--- src/rtl/pwm_pkg.sv ---
package pwm_pkg;
  typedef enum logic [1:0] {
    A_PER = 2'd0,
    A_WID = 2'd1,
    A_CTL = 2'd2,
    A_STS = 2'd3
  } reg_addr_e;

  typedef struct packed {
    logic idle_lvl;
    logic irq_en;
    logic invert;
    logic run;
  } ctrl_t;

  localparam int unsigned CTRL_W  = $bits(ctrl_t);
  localparam int unsigned FLAG_BIT = 1;
endpackage

--- src/rtl/pwm_regs.sv ---
module pwm_regs
  import pwm_pkg::*;
#(
  parameter int unsigned W = 16
) (
  input  logic         clk_i,
  input  logic         rst_ni,
  input  logic         wr_en_i,
  input  logic [1:0]   wr_addr_i,
  input  logic [W-1:0] wr_data_i,
  input  logic         period_start_i,
  output logic [W-1:0] per_buf_o,
  output logic [W-1:0] wid_buf_o,
  output ctrl_t        ctrl_o,
  output logic         flag_o
);
  logic wr_per, wr_wid, wr_ctl, wr_sts, run_rise, flag_set, flag_clr;

  assign wr_per   = wr_en_i && (wr_addr_i == A_PER);
  assign wr_wid   = wr_en_i && (wr_addr_i == A_WID);
  assign wr_ctl   = wr_en_i && (wr_addr_i == A_CTL);
  assign wr_sts   = wr_en_i && (wr_addr_i == A_STS);
  assign run_rise = wr_ctl && wr_data_i[0] && !ctrl_o.run;
  assign flag_set = period_start_i || run_rise;
  assign flag_clr = wr_sts && wr_data_i[FLAG_BIT];

  always_ff @(posedge clk_i or negedge rst_ni) begin
    if (!rst_ni) begin
      per_buf_o <= '0;
      wid_buf_o <= '0;
      ctrl_o    <= '0;
      flag_o    <= 1'b0;
    end else begin
      if (wr_per) per_buf_o <= wr_data_i;
      if (wr_wid) wid_buf_o <= wr_data_i;
      if (wr_ctl) ctrl_o    <= ctrl_t'(wr_data_i[CTRL_W-1:0]);
      // set has priority over a simultaneous clear
      if (flag_set)      flag_o <= 1'b1;
      else if (flag_clr) flag_o <= 1'b0;
    end
  end
endmodule

--- src/rtl/pwm_core.sv ---
module pwm_core #(
  parameter int unsigned W = 16
) (
  input  logic         clk_i,
  input  logic         rst_ni,
  input  logic         run_i,
  input  logic         tick_i,
  input  logic [W-1:0] per_buf_i,
  input  logic [W-1:0] wid_buf_i,
  output logic [W-1:0] cnt_o,
  output logic [W-1:0] act_per_o,
  output logic [W-1:0] act_wid_o,
  output logic         active_o,
  output logic         wrap_o
);
  logic [W-1:0] last_idx;

  assign last_idx = (act_per_o == '0) ? '0 : act_per_o - 1'b1;
  assign wrap_o   = run_i && tick_i && (cnt_o == last_idx);
  assign active_o = cnt_o < act_wid_o;

  always_ff @(posedge clk_i or negedge rst_ni) begin
    if (!rst_ni) begin
      cnt_o     <= '0;
      act_per_o <= '0;
      act_wid_o <= '0;
    end else if (!run_i || wrap_o) begin
      // stopped or period boundary: restart and take buffered values
      cnt_o     <= '0;
      act_per_o <= per_buf_i;
      act_wid_o <= wid_buf_i;
    end else if (tick_i) begin
      cnt_o <= cnt_o + 1'b1;
    end
  end
endmodule

--- src/rtl/pwm_gen.sv ---
module pwm_gen
  import pwm_pkg::*;
#(
  parameter int unsigned W = 16
) (
  input  logic         clk_i,
  input  logic         rst_ni,
  input  logic         tick_i,
  input  logic         wr_en_i,
  input  logic [1:0]   wr_addr_i,
  input  logic [W-1:0] wr_data_i,
  input  logic [1:0]   rd_addr_i,
  output logic [W-1:0] rd_data_o,
  output logic         pin_o,
  output logic         irq_o
);
  logic [W-1:0] per_buf, wid_buf, cnt, act_per, act_wid;
  ctrl_t        ctrl;
  logic         flag, active, wrap;

  pwm_regs #(.W(W)) u_regs (
    .clk_i, .rst_ni, .wr_en_i, .wr_addr_i, .wr_data_i,
    .period_start_i(wrap),
    .per_buf_o(per_buf), .wid_buf_o(wid_buf), .ctrl_o(ctrl), .flag_o(flag)
  );

  pwm_core #(.W(W)) u_core (
    .clk_i, .rst_ni, .run_i(ctrl.run), .tick_i,
    .per_buf_i(per_buf), .wid_buf_i(wid_buf),
    .cnt_o(cnt), .act_per_o(act_per), .act_wid_o(act_wid),
    .active_o(active), .wrap_o(wrap)
  );

  assign pin_o = ctrl.run ? (active ^ ctrl.invert) : ctrl.idle_lvl;
  assign irq_o = flag & ctrl.irq_en;

  always_comb begin
    unique case (rd_addr_i)
      A_PER:   rd_data_o = per_buf;
      A_WID:   rd_data_o = wid_buf;
      A_CTL:   rd_data_o = W'(ctrl);
      default: rd_data_o = W'({flag, pin_o});
    endcase
  end
endmodule

--- config.mk ---
export PLATFORM = sky130hd
export DESIGN_NAME = pwm_gen
export DESIGN_NICKNAME = d
export VERILOG_FILES = /design/src/rtl/pwm_pkg.sv /design/src/rtl/pwm_regs.sv /design/src/rtl/pwm_core.sv /design/src/rtl/pwm_gen.sv
export SDC_FILE = /design/constraint.sdc
export NUM_CORES = 1
export LEC_CHECK = 0
export CORE_ASPECT_RATIO = 1.25
export CORE_MARGIN = 2
export CORE_UTILIZATION = 58
export DETAILED_ROUTE_END_ITERATION = 12
export PLACE_DENSITY = 0.82
export SLEW_MARGIN = 20
export SYNTH_ARGS = -nofsm -noshare
export SYNTH_HDL_FRONTEND = slang
export SYNTH_SLANG_ARGS = --single-unit
--- constraint.sdc ---
create_clock -name clk_i -period 3.8 [get_ports clk_i]
set_input_delay 0.76 -clock clk_i [delete_from_list [all_inputs] [get_ports clk_i]]
set_output_delay 0.76 -clock clk_i [all_outputs]
set_load 0.01 [all_outputs]
# After elaboration in Yosys (flattened, before gate mapping)
# Cells that the tools add are included.
# word_totals
regBits,85
latchBits,0
ram_bits,0
rom_bits,0
in_bits,24
word_cells,45
mem_count,0
# classes
add_sub_neg,2
multipliers,0
n_div,0
magnitude_cmp,1
n_eq_ne,6
shift,0
muxes,7
n_bitwise,2
reduce_logical,17
# op_table
op,n
16-bit 2-to-1 mux,3
16-bit one-hot mux with 3 select lines,1
16-bit by 1-bit adder with 16-bit output (second input constant),1
16-bit == test,1
16-bit logical NOT,1
16-bit < comparator,1
16-bit by 1-bit subtractor with 16-bit output (second input constant),1
1-bit logical AND,9
2-bit == test (second input constant),3
2-bit by 1-bit == test with 1-bit output (second input constant),2
2-bit logical NOT,2
2-bit nonzero test,2
1-bit 2-to-1 mux,3
1-bit logical OR,2
1-bit bitwise AND,1
1-bit logical NOT,1
1-bit XOR,1

# Longest topological paths before layout
# Gate-level depths: netlist of run 1.
# logic_depth
word_depth,6
mapped_depth,13
ltp_nobuf,10

# Cells and area by module
# A second synthesis of run 1 with hierarchy kept.
# hier_totals
hier_cells,467
area_unflattened_um2,5200.0
# by_module_without_submodules
mod,n_inst,cells_per_inst,area_per_inst_um2,seq_area_each_um2
pwm_core,1,337,3444.6,1201.2
pwm_regs,1,83,1426.4,925.9
pwm_gen,1,47,329.1,0.0

# Worst setup path after synthesis of run 1
# No wires, ideal clock.
# synth_path
path_type,register to output
start,reg u_core.cnt_o[5]
end,out rd_data_o[0]
arrival_ps,2328
t_required_ps,3040
setup_slack_ps,712
stages_incl_launch_ff,9
path_cell_list,dfrtp_1 ha_1 a21o_1 a211oi_1 o211ai_1 a221oi_1 a21o_1 a31oi_1 mux4_2
# synth_via
elab_chain_cells,4
# synth_rtl
element,line_no,text
from (decl),pwm_core.sv:10,"output logic [W-1:0] cnt_o,"
from (signal assigned),pwm_core.sv:33,cnt_o <= cnt_o + 1'b1;
16-bit < comparator,pwm_core.sv:20,assign active_o = cnt_o < act_wid_o;
1-bit XOR,pwm_gen.sv:34,assign pin_o = ctrl.run ? (active ^ ctrl.invert) : ctrl.idle_lvl;
1-bit 2-to-1 mux,pwm_gen.sv:34,
net pin_o,pwm_gen.sv:14,"output logic pin_o,"
16-bit one-hot mux with 3 select lines,pwm_gen.sv:38,unique case (rd_addr_i)
to (decl),pwm_gen.sv:13,"output logic [W-1:0] rd_data_o,"
# The timed path passes the listed nets, and every way through them passes these cells.

# Final worst setup path of run 1
# layout_path
start,reg u_core.cnt_o[5]
end,out rd_data_o[0]
# layout_via
elab_chain_cells,4
# layout_rtl
element,line_no
16-bit < comparator,pwm_core.sv:20
1-bit XOR,pwm_gen.sv:34
1-bit 2-to-1 mux,pwm_gen.sv:34
16-bit one-hot mux with 3 select lines,pwm_gen.sv:38
# Every way passes these cells.

==> results of run 1 <==
-- area by class of cell --
type | instances | area (sq um) | area share (%)
multi-input cells | 289 | 2390 | 43.8
flip-flops and latches | 85 | 2130 | 39.1
repair buffers | 53 | 502 | 9.21
clock buffers | 10 | 138 | 2.53
well taps | 95 | 119 | 2.18
inverters | 24 | 90.1 | 1.65
clock inverters | 5 | 83.8 | 1.54
-- power groups by stage --
stage | combinational, W | clock (W) | sequential [W]
2_1_floorplan | 0.000618 | 0 | 0.00125
3_3_place_gp | 0.000793 | 0 | 0.00132
3_5_place_dp | 0.000813 | 0 | 0.00134
4_1_cts | 0.000820 | 0.000722 | 0.00132
5_1_grt | 0.000906 | 0.000755 | 0.00136
6_report | 0.000828 | 0.000717 | 0.00133
-- kinds of logic (layout without fill, tap and decap cells) --
| family | Yosys count | in the layout | synth area share, % |
|---|---|---|---|
| simple gates | 108 | 108 | 12.3 |
| mux | 85 | 85 | 20.7 |
| flops | 85 | 85 | 45.7 |
| compound gates | 45 | 45 | 6.61 |
| buf+inv | 38 | 92 | 3.79 |
| xor+xnor | 34 | 34 | 6.40 |
| fa+ha+maj | 17 | 17 | 4.57 |
-- state kept, by name, summed over array words and instances (netlist names) --
signal	cells
u_core.act_per_o	16
u_regs.ctrl_o	4
u_regs.flag_o	1
u_regs.per_buf_o	16
u_core.act_wid_o	16
u_regs.wid_buf_o	16
u_core.cnt_o	16
-- worst paths after layout --
kind / start / slack, ns / to / cells past startpoint
setup / recovery: u_core.cnt_o[5]$_DFFE_PN0P_ / 0.11 / rd_data_o[0] / 9
hold / removal: rst_ni / 0.43 / u_regs.per_buf_o[15]$_DFFE_PN0P_ / 1
setup reg to reg: u_core.act_per_o[0]$_DFFE_PN0P_ / 0.40 / u_core.act_per_o[10]$_DFFE_PN0P_ / 11
hold reg to reg: u_core.act_wid_o[8]$_DFFE_PN0P_ / 0.51 / u_core.act_wid_o[8]$_DFFE_PN0P_ / 1
max in group asynchronous: rst_ni / 2.80 / u_core.cnt_o[1]$_DFFE_PN0P_ / 1
min in group clk_i: u_core.act_wid_o[8]$_DFFE_PN0P_ / 0.51 / u_core.act_wid_o[8]$_DFFE_PN0P_ / 1
-- layout by cell type (no fill, tap or decap), types with 7 or more instances in the layout --
master           synthesis  layout
o21ai_0                  9       8
clkdlybuf4s50_1          0      39
xor2_1                  16      16
nor2_1                  39      39
nand2_1                 14      14
ha_1                    17      16
xnor2_1                 18      18
nand3_1                  8       8
nand4_1                  8       8
mux2_2                  65      65
clkbuf_8                 0      10
a21oi_1                 10      10
nor4_1                   7       7
buf_4                    2      12
mux2i_1                 15      15
dfrtp_1                 85      83
inv_1                   24      24
-- worst max-delay path, cell delays in order, from the launching register on --
cell and delay, ns:
dfrtp_1 0.42, ha_4 0.26, a21o_1 0.18, a211oi_2 0.23, o211ai_1 0.17, a221oi_2 0.30
a21o_1 0.15, a31oi_1 0.10, mux4_2 0.51, clkdlybuf4s15_1 0.25
-- repair_timing --
action	4_1_cts	5_1_grt
pin swaps	0	4
buffers inserted	0	1
hold buffers	0	0
endpoints found under the setup margin	1	1
resized for setup	2	6
-- routing by layer --
| layer | GRT usage, % | vias to the layer above | share of wire (%) |
|---|---|---|---|
| li1 | - | 1569 | - |
| met1 | 32.5 | 1673 | 43 |
| met2 | 40.2 | 63 | 50 |
| met3 | 4.44 | 19 | 4.0 |
| met4 | 8.76 | 0 | 3.1 |
| met5 | 0 | - | 0 |
-- stage by stage --
stage	std cells	instance area, sq um
4_1_cts	560	5420
5_1_grt	561	5450
6_report	561	5450
2_1_floorplan	412	4650
3_3_place_gp	545	5190
3_5_place_dp	545	5190
==> impl_metrics.toml, run 1 <==
[run_status]
status = "finished clean"

[setup_path]
arrival_ns = 2.93
crit_type = "flip-flop to primary output"
critPathMaxFanout = 3
worst-endpoint-required_ns = 3.04
end_kind = "primary output"
cp-start-kind = "flip-flop"

[floorplan]
pin_count = 42
die_area_sq_um = 8760
initial_core_util_pct = 59.7
row_count = 36
fp.coreArea_sq_um = 7790
die_x_microns = 84.1
die_height_microns = 104

[pwr]
p_total_w = 0.00287
power.internal_w = 0.00194
sequentialPowerShare_pct = 46.2
pwr-share-comb_pct = 28.8
p_sw_share_pct = 32.3
switchingPower_w = 0.000927
power_density_nw_per_um2 = 527
pwr-share-clk_pct = 25.0
p_leak_nw = 2.37
max-vdd-ir-drop_mv = 0.399

[placed_design]
gp_congestion = 0.949
numPortBuffers = 41
dp_hpwl_microns = 7550
pre_cts_slack_ns = 0.247

[synth]
yosys_warnings = 0
synthArstFlopShare_pct = 100
ys_top_cells_by_area = "dfrtp_1, mux2_2, ha_1"
synth_top_area_share_pct = 45.7
synth.most_common_cell = "dfrtp_1"
synth_nets = 453
yosys.area.top_type = "dfrtp_1"
synth.distinct_cells = 53
syn-mean-instance-area_sq_um = 11.3
synth_edf_count = 0
syn-cell-area_sq_um = 4650
synthFlopType = "dfrtp_1"
yosysSeqAreaShare_pct = 45.7
synth_common_cells = "dfrtp_1, mux2_2, nor2_1"
synth.ff_latch_count = 85
syn_inst = 412

[sta]
max_slew_margin_pct = 37.5
finalSetupViolations = 0
fin_skew_ns = 0.0125
hold_viol = 0
slew_viol_final = 0
achievable-frequency_mhz = 271
worst_pin_slew_ns = 0.935
rsz0062_at_grt = "no"
worst_slack_ns = 0.107
holdWs_ns = 0.426
post-route-period-util_pct = 97.2
timing.final.crit_period_ns = 3.69
fin_tns_setup_ns = 0

[drt]
vias = 3324
drt_iter0_drc = 193
first_pass_iters = 4
remaining_drc_errors = 0
ant_nets = 0
routedWlPerCell_microns = 18.1
drt-total-wl_microns = 10100
vias_per_cell = 5.93

[finish]
n_fill_cell = 591
diodes = 0
areaGrowthSynthToFinish_pct = 17.1
drive_gt1_share_pct = 23.6
final_util_pct = 69.9
fin_nets = 503

[clock_tree]
path_clk_slew_ns = 0.09
cts_tree = "yes"
cts_buffers = 9
cts-root-buf = "clkbuf_8"
cts_sinks = 85
worstSkewPairLatency_ns = 0.36
cts_buffer_depth = 2
htreeDepth = 3

[global_routing]
grt_max_degree = 86
grt_pass1_wl_microns = 17100
antenna_found_initial = 0
overflow = 0
grt_use_total_pct = 24.5
first_global_vias = 3415

[flow_run]
maxCapViolCount = 0

[hold_path]
hold_path_class = "primary input to async pin"
No activity file was read; power rests on OpenSTA's default activity.
==> run 2: changes to the inputs <==
- SETUP_SLACK_MARGIN: unset -> 0.05
==> impl_metrics.toml, run 2 (synthesis gave the netlist of run 1 again) <==
[run_status]
status = "finished clean"

[sta]
holdWs_ns = 0.426
rsz0062_at_grt = "no"
worst_slack_ns = 0.193
max_slew_margin_pct = 37.5
worst_pin_slew_ns = 0.935
post-route-period-util_pct = 94.9
fin_tns_setup_ns = 0
achievable-frequency_mhz = 277
fin_skew_ns = 0.0125
finalSetupViolations = 0
timing.final.crit_period_ns = 3.61
slew_viol_final = 0
hold_viol = 0

[setup_path]
critPathMaxFanout = 3
worst-endpoint-required_ns = 3.04
cp_slowest_cell = "clkdlybuf4s50_1"
path_cells = "ha_4 -> a21o_1 -> a211oi_2 -> o211ai_1 -> a221oi_2 -> nand3_1 -> a31oi_1 -> clkdlybuf4s50_1"
end_kind = "primary output"
arrival_ns = 2.85
cp-start-kind = "flip-flop"
crit_type = "flip-flop to primary output"
r2r_cells = 11
cpPeakStageDelay_ns = 0.58

[floorplan]
fp.coreArea_sq_um = 7790
row_count = 36
die_height_microns = 104
initial_core_util_pct = 59.7
die_area_sq_um = 8760
pin_count = 42
die_x_microns = 84.1

[clock_tree]
htreeDepth = 3
cts_buffers = 9
path_clk_slew_ns = 0.09
cts-root-buf = "clkbuf_8"
worstSkewPairLatency_ns = 0.36
cts_sinks = 85
cts_buffer_depth = 2
cts_tree = "yes"

[finish]
n_fill_cell = 592
diodes = 0
most-common-layout-cells = "dfrtp_1, mux2_2, nor2_1, clkdlybuf4s50_1, inv_1"
layout_commonest_cell = "dfrtp_1"
areaGrowthSynthToFinish_pct = 17.0
postLayoutCellArea_sq_um = 5440
fin_nets = 503
drive_gt1_share_pct = 23.8

[pwr]
p_leak_nw = 2.37
max-vdd-ir-drop_mv = 0.399
p_total_w = 0.00287
power_density_nw_per_um2 = 527

[drt]
routedWlPerCell_microns = 18.1
drt_iter0_drc = 193
drt-total-wl_microns = 10100
vias = 3324
ant_nets = 0
first_pass_iters = 4
vias_per_cell = 5.93
remaining_drc_errors = 0

[global_routing]
overflow = 0
grt_max_degree = 86
first_global_vias = 3415
grt_pass1_wl_microns = 17100
grt_use_total_pct = 24.5
antenna_found_initial = 0

[placed_design]
dp_hpwl_microns = 7550
place_area_sq_um = 5190
pre_cts_slack_ns = 0.247
gp_congestion = 0.949
numPortBuffers = 41

[flow_run]
maxCapViolCount = 0

[hold_path]
hold_path_class = "primary input to async pin"
-- run 2: cell count changes in the layout (fill, tap and decap cells not counted) --
cell             before  now
clkdlybuf4s15_1       1    0
clkbuf_2              0    1
-- run 2: area by class of cell --
class / instances / area, sq um / share of cell area, %
clock buffers: 10 / 138 / 2.53
clock inverters: 5 / 83.8 / 1.54
inverters: 24 / 90.1 / 1.66
multi-input cells: 289 / 2390 / 43.8
flip-flops and latches: 85 / 2130 / 39.1
well taps: 95 / 119 / 2.18
repair buffers: 53 / 497 / 9.13
-- run 2: path summary, 6_finish.rpt --
kind	startpoint	to	slack [ns]
max	u_core.cnt_o[5]$_DFFE_PN0P_	pin_o	0.19
min	rst_ni	u_regs.per_buf_o[15]$_DFFE_PN0P_	0.43
max reg2reg	u_core.act_per_o[0]$_DFFE_PN0P_	u_core.act_per_o[10]$_DFFE_PN0P_	0.40
min reg2reg	u_core.act_wid_o[8]$_DFFE_PN0P_	u_core.act_wid_o[8]$_DFFE_PN0P_	0.51
max in group asynchronous	rst_ni	u_core.cnt_o[1]$_DFFE_PN0P_	2.80
min in group clk_i	u_core.act_wid_o[8]$_DFFE_PN0P_	u_core.act_wid_o[8]$_DFFE_PN0P_	0.51
-- run 2: repair_timing --
item | CTS | global route
buffers inserted | 0 | 1
hold buffers | 0 | 0
pin swaps | 0 | 4
endpoints found under the setup margin | 1 | 1
gates cloned | 0 | 0
resized for setup | 2 | 7
-- run 2: where the power goes --
group / switching [W] / leakage [nW] / internal [W]
sequential: 0.000221 / 1.03 / 0.00111
clock: 0.000331 / 0.105 / 0.000387
combinational: 0.000375 / 1.23 / 0.000452
-- run 2: worst max-delay path, delay by kind of cell (launching register included) --
family	cells	cell delay (ns)
simple gates	1	0.11
flops	1	0.42
buf+inv	1	0.58
fa+ha+maj	1	0.26
compound gates	5	1.12
-- run 2: stage by stage --
step / util (%) / instances
finish: 69.8 / 561
global route: 69.8 / 561
CTS: 69.5 / 560
detailed placement: 66.6 / 545
global placement: 66.6 / 545
floorplan: - / 412
-- run 2: routing by layer --
| metal | global-route usage, % | routed length, microns |
|---|---|---|
| met1 | 32.5 | 4350 |
| met3 | 4.44 | 402 |
| met2 | 40.2 | 5060 |
| met4 | 8.76 | 316 |
| met5 | 0 | 0 |
